===== src/rtl/rset_alu_pkg.sv =====
package rset_alu_pkg;

    localparam logic [5:0] OPC_REG      = 6'h00;
    localparam logic [2:0] OPC_SETI_HI  = 3'b011;

    localparam logic [2:0] FN_GRP_SHIFT = 3'b000;
    localparam logic [2:0] FN_GRP_ARITH = 3'b100;
    localparam logic [2:0] FN_GRP_SET   = 3'b101;

    typedef enum logic [2:0] {
        CND_NEVER  = 3'd0,
        CND_GT     = 3'd1,
        CND_EQ     = 3'd2,
        CND_GE     = 3'd3,
        CND_LT     = 3'd4,
        CND_NE     = 3'd5,
        CND_LE     = 3'd6,
        CND_ALWAYS = 3'd7
    } cond_t;

    typedef enum logic [3:0] {
        K_NONE,
        K_ADD,
        K_SUB,
        K_AND,
        K_OR,
        K_XOR,
        K_LHI,
        K_CMP,
        K_SHF
    } kind_t;

    typedef struct packed {
        kind_t kind;
        logic  ovf_en;
        cond_t cond;
        logic  sh_right;
        logic  sh_arith;
        logic  sh_reg;
    } alu_ctl_t;

    localparam alu_ctl_t CTL_IDLE = '{
        kind:     K_NONE,
        ovf_en:   1'b0,
        cond:     CND_NEVER,
        sh_right: 1'b0,
        sh_arith: 1'b0,
        sh_reg:   1'b0
    };

    function automatic logic signed_ovf(input logic sa, input logic sb, input logic sr);
        return (sa == sb) && (sr != sa);
    endfunction

endpackage


===== src/rtl/alu_decode.sv =====
module alu_decode
    import rset_alu_pkg::*;
(
    input  logic [5:0] opcode,
    input  logic [5:0] func,
    output alu_ctl_t   ctl
);

    always_comb begin
        ctl = CTL_IDLE;
        if (opcode == OPC_REG) begin
            unique case (func[5:3])
                FN_GRP_SHIFT: begin
                    ctl.kind     = K_SHF;
                    ctl.sh_reg   = func[2];
                    ctl.sh_right = func[1];
                    ctl.sh_arith = func[0];
                end
                FN_GRP_ARITH: begin
                    unique case (func[2:0])
                        3'd0: begin ctl.kind = K_ADD; ctl.ovf_en = 1'b1; end
                        3'd1: ctl.kind = K_ADD;
                        3'd2: begin ctl.kind = K_SUB; ctl.ovf_en = 1'b1; end
                        3'd3: ctl.kind = K_SUB;
                        3'd4: ctl.kind = K_AND;
                        3'd5: ctl.kind = K_OR;
                        3'd6: ctl.kind = K_XOR;
                        default: ctl.kind = K_LHI;
                    endcase
                end
                FN_GRP_SET: begin
                    ctl.kind = K_CMP;
                    ctl.cond = cond_t'(func[2:0]);
                end
                default: ctl = CTL_IDLE;
            endcase
        end else if (opcode[5:3] == OPC_SETI_HI) begin
            ctl.kind = K_CMP;
            ctl.cond = cond_t'(opcode[2:0]);
        end
    end

endmodule


===== src/rtl/alu_shift.sv =====
module alu_shift #(
    parameter int W  = 32,
    parameter int SW = $clog2(W)
) (
    input  logic [W-1:0]  din,
    input  logic [SW-1:0] amt,
    input  logic          right,
    input  logic          arith,
    output logic [W-1:0]  dout
);

    function automatic logic [W-1:0] flip(input logic [W-1:0] v);
        logic [W-1:0] r;
        for (int i = 0; i < W; i++) r[i] = v[W-1-i];
        return r;
    endfunction

    logic              fill;
    logic [SW:0][W-1:0] stg;

    assign fill   = right & arith & din[W-1];
    assign stg[0] = right ? din : flip(din);

    for (genvar s = 0; s < SW; s++) begin : g_stage
        localparam int D = 1 << s;
        assign stg[s+1] = amt[s] ? {{D{fill}}, stg[s][W-1:D]} : stg[s];
    end

    assign dout = right ? stg[SW] : flip(stg[SW]);

endmodule


===== src/rtl/alu_cmp.sv =====
module alu_cmp
    import rset_alu_pkg::*;
#(
    parameter int W = 32
) (
    input  logic [W-1:0] a,
    input  logic [W-1:0] b,
    input  cond_t        cond,
    output logic         hit
);

    logic lt, eq;

    assign lt = $signed(a) < $signed(b);
    assign eq = (a == b);

    always_comb begin
        unique case (cond)
            CND_NEVER:  hit = 1'b0;
            CND_GT:     hit = !lt && !eq;
            CND_EQ:     hit = eq;
            CND_GE:     hit = !lt;
            CND_LT:     hit = lt;
            CND_NE:     hit = !eq;
            CND_LE:     hit = lt || eq;
            default:    hit = 1'b1;
        endcase
    end

endmodule


===== src/rtl/rset_alu.sv =====
module rset_alu
    import rset_alu_pkg::*;
#(
    parameter int DATA_W = 32
) (
    input  logic                        clk,
    input  logic                        rst,
    input  logic [5:0]                  opcode,
    input  logic [5:0]                  func,
    input  logic [DATA_W-1:0]           a,
    input  logic [DATA_W-1:0]           b,
    input  logic [$clog2(DATA_W)-1:0]   shamt,
    output logic [DATA_W-1:0]           result,
    output logic                        ovf
);

    localparam int SH_W = $clog2(DATA_W);
    localparam int HALF = DATA_W / 2;
    localparam int MSB  = DATA_W - 1;

    alu_ctl_t          ctl;
    logic [DATA_W-1:0] sum, diff, sh_out, res_d;
    logic [SH_W-1:0]   sh_amt;
    logic              cmp_hit, ovf_d;

    alu_decode u_dec (
        .opcode (opcode),
        .func   (func),
        .ctl    (ctl)
    );

    assign sh_amt = ctl.sh_reg ? b[SH_W-1:0] : shamt;

    alu_shift #(.W(DATA_W), .SW(SH_W)) u_shf (
        .din   (a),
        .amt   (sh_amt),
        .right (ctl.sh_right),
        .arith (ctl.sh_arith),
        .dout  (sh_out)
    );

    alu_cmp #(.W(DATA_W)) u_cmp (
        .a    (a),
        .b    (b),
        .cond (ctl.cond),
        .hit  (cmp_hit)
    );

    assign sum  = a + b;
    assign diff = a - b;

    always_comb begin
        res_d = '0;
        ovf_d = 1'b0;
        unique case (ctl.kind)
            K_ADD: begin
                res_d = sum;
                ovf_d = ctl.ovf_en & signed_ovf(a[MSB], b[MSB], sum[MSB]);
            end
            K_SUB: begin
                res_d = diff;
                ovf_d = ctl.ovf_en & signed_ovf(a[MSB], ~b[MSB], diff[MSB]);
            end
            K_AND:   res_d = a & b;
            K_OR:    res_d = a | b;
            K_XOR:   res_d = a ^ b;
            K_LHI:   res_d = {b[HALF-1:0], {(DATA_W-HALF){1'b0}}};
            K_CMP:   res_d = {{(DATA_W-1){1'b0}}, cmp_hit};
            K_SHF:   res_d = sh_out;
            default: res_d = '0;
        endcase
    end

    always_ff @(posedge clk) begin
        if (rst) begin
            result <= '0;
            ovf    <= 1'b0;
        end else begin
            result <= res_d;
            ovf    <= ovf_d;
        end
    end

endmodule


===== config.mk =====
export PLATFORM = sky130hd
export DESIGN_NAME = rset_alu
export DESIGN_NICKNAME = d
export VERILOG_FILES = /design/src/rtl/rset_alu_pkg.sv /design/src/rtl/alu_decode.sv /design/src/rtl/alu_shift.sv /design/src/rtl/alu_cmp.sv /design/src/rtl/rset_alu.sv
export SDC_FILE = /design/constraint.sdc
export NUM_CORES = 1
export LEC_CHECK = 0
export BUFFER_PORTS_ARGS = -buffer_cell sky130_fd_sc_hd__buf_2
export CAP_MARGIN = 15
export CORE_ASPECT_RATIO = 0.9
export CORE_MARGIN = 2
export CORE_UTILIZATION = 45
export DETAILED_ROUTE_END_ITERATION = 10
export HOLD_SLACK_MARGIN = 0.03
export SETUP_SLACK_MARGIN = 0.1
export SLEW_MARGIN = 20
export SYNTH_ARGS = -nofsm -noshare
export SYNTH_HDL_FRONTEND = slang
export SYNTH_SLANG_ARGS = --single-unit

===== constraint.sdc =====
create_clock -name clk -period 8 [get_ports clk]
set_clock_uncertainty 0.05 [all_clocks]
set_input_delay 1.2 -clock clk [delete_from_list [all_inputs] [get_ports clk]]
set_output_delay 1.2 -clock clk [all_outputs]
set_load 0.005 [all_outputs]

# Word level (Yosys, flattened, before mapping)
# Cells that the tools add are included.
# word_totals
reg_bits	33
wordCells	77
# classes
n_reduce_logical	13
n_eq_ne	28
bitwise	8
muxes	23
magnitude_cmp	1
n_addsub	2
# ops
operator	n
$pmux 32 s8	1
$mux 32	7
$add 32x32->32	1
$and 32x32->32	1
$eq 32x32->1	1
$lt 32x32->1	1
$or 32x32->32	1
$sub 32x32->32	1
$xor 32x32->32	1
$eq 3x3->1 const B	8
$mux 3	6
$eq 4x3->1 const B	4
$eq 3x2->1 const B	5
$pmux 3 s5	1
$pmux 4 s3	1
$logic_not 3->1	3
$eq 4x2->1 const B	2
$pmux 1 s7	1
$eq 3x1->1 const B	2
$logic_not 6->1	1
$reduce_or 2->1	3
$mux 5	1
$and 1x1->1	4
$eq 4x1->1 const B	1
10 further kinds	17

# Longest topological paths before layout
# logic_depth
depth_word	12
depth_mapped	14
mapped_depth_nobuf	13

# By module
# A second synthesis with hierarchy kept.
# hier_totals
hier_cells	1492
area_unflattened_um2	11203.2
# by_module_without_submodules
mod	seq_area_each_um2	instances	cells_each	area_per_inst_um2
rset_alu	660.6	1	866	6223.5
alu_shift	0.0	1	479	3881.2
alu_cmp	0.0	1	118	889.6
alu_decode	0.0	1	29	209.0

# Worst setup path before layout
# Ideal clock, no wire load.
# synth_timing
kind	in2reg
from	in opcode[0]
to	reg result[12]
slack_ps	3806
setup_ps	74
stages	11
arrival_time_ps	4070
required_time_ps	7876
cell_sequence	or4_4 -> buf_6 -> nor3_4 -> mux2i_1 -> clkbuf_1 -> clkbuf_1 -> clkbuf_1 -> nand2_1 -> a311oi_1 -> o21ai_0 -> a31oi_1
# synth_via
elab_chain_cells	11
word_cells_on_any_way	22
cone_classes	eq/ne (8); mux (11); bitwise (2); reduce/logical (1)
# synth_rtl
element	line	rtl
start, declared	rset_alu.sv:8	input logic [5:0] opcode,
$logic_not 6->1 (*)	alu_decode.sv:11	if (opcode == OPC_REG) begin
$mux 3	alu_decode.sv:11	
$and 1x1->1 (2 in a row)	alu_shift.sv:21	assign fill = right & arith & din[W-1];
$mux 32 (5 in a row)	alu_shift.sv:26	assign stg[s+1] = amt[s] ? {{D{fill}}, stg[s][W-1:D]} : stg[s];
$mux 32	alu_shift.sv:29	assign dout = right ? stg[SW] : flip(stg[SW]);
$pmux 32 s8 (*)	rset_alu.sv:55	unique case (ctl.kind)
end signal, assigned	rset_alu.sv:79	result <= res_d;
end, declared	rset_alu.sv:13	output logic [DATA_W-1:0] result,
# Every way passes the cells marked *; elsewhere a longest branch is shown, timed or not.
# A chain may end at the register's enable or synchronous reset.

# Final worst setup path
# layout_timing
from	in func[5]
to	reg result[10]
# layout_via
elab_chain_cells	12
word_cells_on_any_way	26
cone_classes	eq/ne (10); mux (13); bitwise (2); reduce/logical (1)
# layout_rtl
element	line	rtl
start, declared	rset_alu.sv:9	input logic [5:0] func,
$logic_not 3->1	alu_decode.sv:12	unique case (func[5:3])
$mux 3	alu_decode.sv:12	
$mux 3	alu_decode.sv:11	
$and 1x1->1 (2 in a row)	alu_shift.sv:21	
$mux 32 (5 in a row)	alu_shift.sv:26	
$mux 32	alu_shift.sv:29	
$pmux 32 s8 (*)	rset_alu.sv:55	
# Marked as above.

==> run metrics <==
post-route insts no fill=1,790; Lkg Pwr=approximately 4.6 nW; DR WL/cell=~29 um; crit path time final=5.490 ns; Final #Nets=1,677; Worst Setup SP=func[5]; status=complete, no violations; Critical Path Sink=result[10]; crit path cell chain=buf_2, or3b_1, nor3_4, mux2i_2, buf_4, nand2_1, nor3_1, a2111oi_0, a211o_1, a31oi_1; CTS tree=yes; GPL Wtd Cong=about 1.1; I/O Buffers=115; FFs w/ async S/R, synth=0%; Clock Tree Root=clkbuf_16; cell area after synthesis=9836 um2; Starting DRT DRC Count=2,113; cts hold-fix bufs=0; antenna violations before repair=2; vias in the first global route=11,320; clk sinks=33; sequential area share after synthesis=under 10%; io pins=116; first-pass GRT wire length=75,620 um; Post-synth EDFFs=0; core area=21,570 um2; number of distinct library cells after synthesis=88; number of vias per cell=7.170; Pwr Total=around 0.0010 W; H-tree depth=2; Die W=159.8 um; crit path launch type=input pin; PostCTS Resize Cnt=0; Hold Fails Final Rpt=0; critical path arrival=between 5 and 6 ns; final WL=between 50,000 and 60,000 um; Post-DRT Antenna Nets=0; via count=12,830; ratio of final minimum period to clock period=68.62%; crit path max-delay cell type=mux2i_2; dpl hpwl=40,500 um; Peak VDD IR=77.29 uV; global-route usage over all layers=43.65%; drt drc=0; CP Capture Type=register; synthesized net count=1,644; placed insts=1,780; fillers=roughly 2,300; crit-path max cell delay=0.98 ns; Die Y=144.3 um; RSZ-0062 raised after global routing=false; GRT overflow=0; Setup Fix Bufs, Post-CTS=0; DRT Pass-1 Iters=6; hold depth=4; endpoints failing setup=0; Post-Synthesis Cells=1,463; Pins Over Slew Limit=0; worst slew pin tran=1.292 ns; Final Core Density=49.64%; WP data required=8.18 ns; Std-Cell Rows=51; relative slew slack=around an eighth; sum of buffers and inverters on the critical path=2; ys flop type=dfxtp_1; syn_area_per_cell=6.723 um2; total CTS buffers=5; die area=23,060 um2; largest net degree at the start of global routing=37; setup TNS=0 ns; PD cells=97.25 nW/um2; critical path class=in -> reg; CP Depth=10; max_cap viols=0; initial core utilization=45.60%; layout cells sized above 1=13.89%; synth warn=0; CP delay by family, top=simple AND/OR/NAND/NOR gates; Synth Register Bits=33; synthesis-to-finish area growth=8.854%; Crit Path Max Fanout=18; Hold WC Path Type=in -> reg; Worst-path clk slew=0.07 ns; Fmax=182.2 MHz; Max clock buf depth=2
-- registers in the layout, indices dropped and copies added, names as in the netlist --
register,cells
result,32
ovf,1
-- final cells by class --
class / count / area [um2] / area share, %
Antenna cell: 2 / 5.005 / 0.04675
Clock buffer: 5 / 125.1 / 1.169
Clock inverter: 3 / 65.06 / 0.6077
Inverter: 100 / 375.4 / 3.506
Multi-Input combinational cell: 1215 / 8341 / 77.90
Sequential cell: 33 / 660.6 / 6.170
Tap cell: 291 / 364.1 / 3.401
Timing Repair Buffer: 141 / 770.7 / 7.199
-- layout by cell type, fill, tap and decap left out, drive strengths merged, types with 6 or more instances in the layout --
cell / netlist / routed
o21bai: 6 / 6
a31o: 6 / 6
nor4: 16 / 16
nand3: 36 / 36
or3: 8 / 8
a211o: 10 / 10
nor3: 41 / 41
mux2i: 72 / 72
a311oi: 10 / 10
buf: 37 / 141
nand4: 24 / 24
a21oi: 123 / 123
nor2b: 7 / 7
xnor2: 12 / 12
o211ai: 26 / 26
a2111oi: 16 / 16
and3: 25 / 25
ha: 96 / 96
nand2: 145 / 145
a211oi: 20 / 20
mux2: 16 / 16
a22oi: 14 / 14
a31oi: 31 / 31
a21o: 15 / 15
nor2: 126 / 126
o221ai: 9 / 9
dfxtp: 33 / 33
inv: 100 / 100
o311ai: 9 / 9
o21a: 7 / 7
nand2b: 30 / 30
a221oi: 27 / 27
o22ai: 18 / 18
a32oi: 9 / 9
a41oi: 7 / 7
o31ai: 16 / 16
o21ai: 104 / 104
-- cell usage after synthesis, drive strengths merged, types with 15 or more instances --
cell,instances,area [um2]
nand2b,30,187.7
o31ai,16,138.9
a211oi,20,150.1
ha,96,1201
o22ai,18,112.6
nand2,145,544.3
dfxtp,33,660.6
and3,25,156.4
nand4,24,150.1
inv,100,375.4
clkbuf,78,292.8
nor4,16,155.2
nor3,41,232.7
o21ai,104,520.5
nand3,36,180.2
mux2i,72,733.2
a21oi,123,619.4
mux2,16,180.2
a221oi,27,242.7
buf,37,200.2
a21o,15,112.6
a2111oi,16,147.6
a31oi,31,200.2
o211ai,26,195.2
nor2,126,475.5
-- tightest hold or removal path: stages --
cell and delay [ns]:
buf_2 0.14, nor2_1 0.05, nand2_1 0.14, nor3_1 0.07
-- logic make-up after synthesis --
| logic type | synth area share, % |
|---|---|
| compound gates | 37.37 |
| simple gates | 23.88 |
| buf+inv | 8.828 |
| fa+ha+maj | 12.62 |
| mux | 9.515 |
| flops | 6.717 |
| xor+xnor | 1.069 |
-- how the worst min path moves through the flow --
stage                     startpoint    endpoint
after floorplan                  rst         ovf
after global placement     result[4]   result[4]
after detailed placement  result[17]  result[17]
after CTS                        rst         ovf
after global routing             rst         ovf
final                            rst         ovf
-- layer usage --
layer / vias to the layer above / global-route usage (%) / wire, um
met2: 1055 / 65.53 / 21060
met5: - / 0 / 12
met1: 6044 / 60.16 / 21130
li1: 5566 / - / -
met3: 167 / 11.27 / 7572
met4: 2 / 15.88 / 2470
-- report_power, final --
| group | leakage (nW) | internal [W] | switching (W) | total (W) |
|---|---|---|---|---|
| Combinational | 4.25 | 0.000192 | 0.000410 | 0.000601 |
| Clock | 0.0938 | 0.000179 | 0.0000953 | 0.000274 |
| Sequential | 0.266 | 0.000166 | 0.000000557 | 0.000166 |
-- through the flow --
stage / area, um2 / hold slack (ns) / worst slack [ns]
floorplan: 9836 / 1.305 / 3.806
global placement: 10510 / 1.525 / 2.312
detailed placement: 10510 / 1.525 / 2.409
CTS: 10700 / 1.285 / 2.688
global route: 10700 / 1.330 / 2.376
finish: 10710 / 1.323 / 2.510
(Power assumes the default switching activity.)
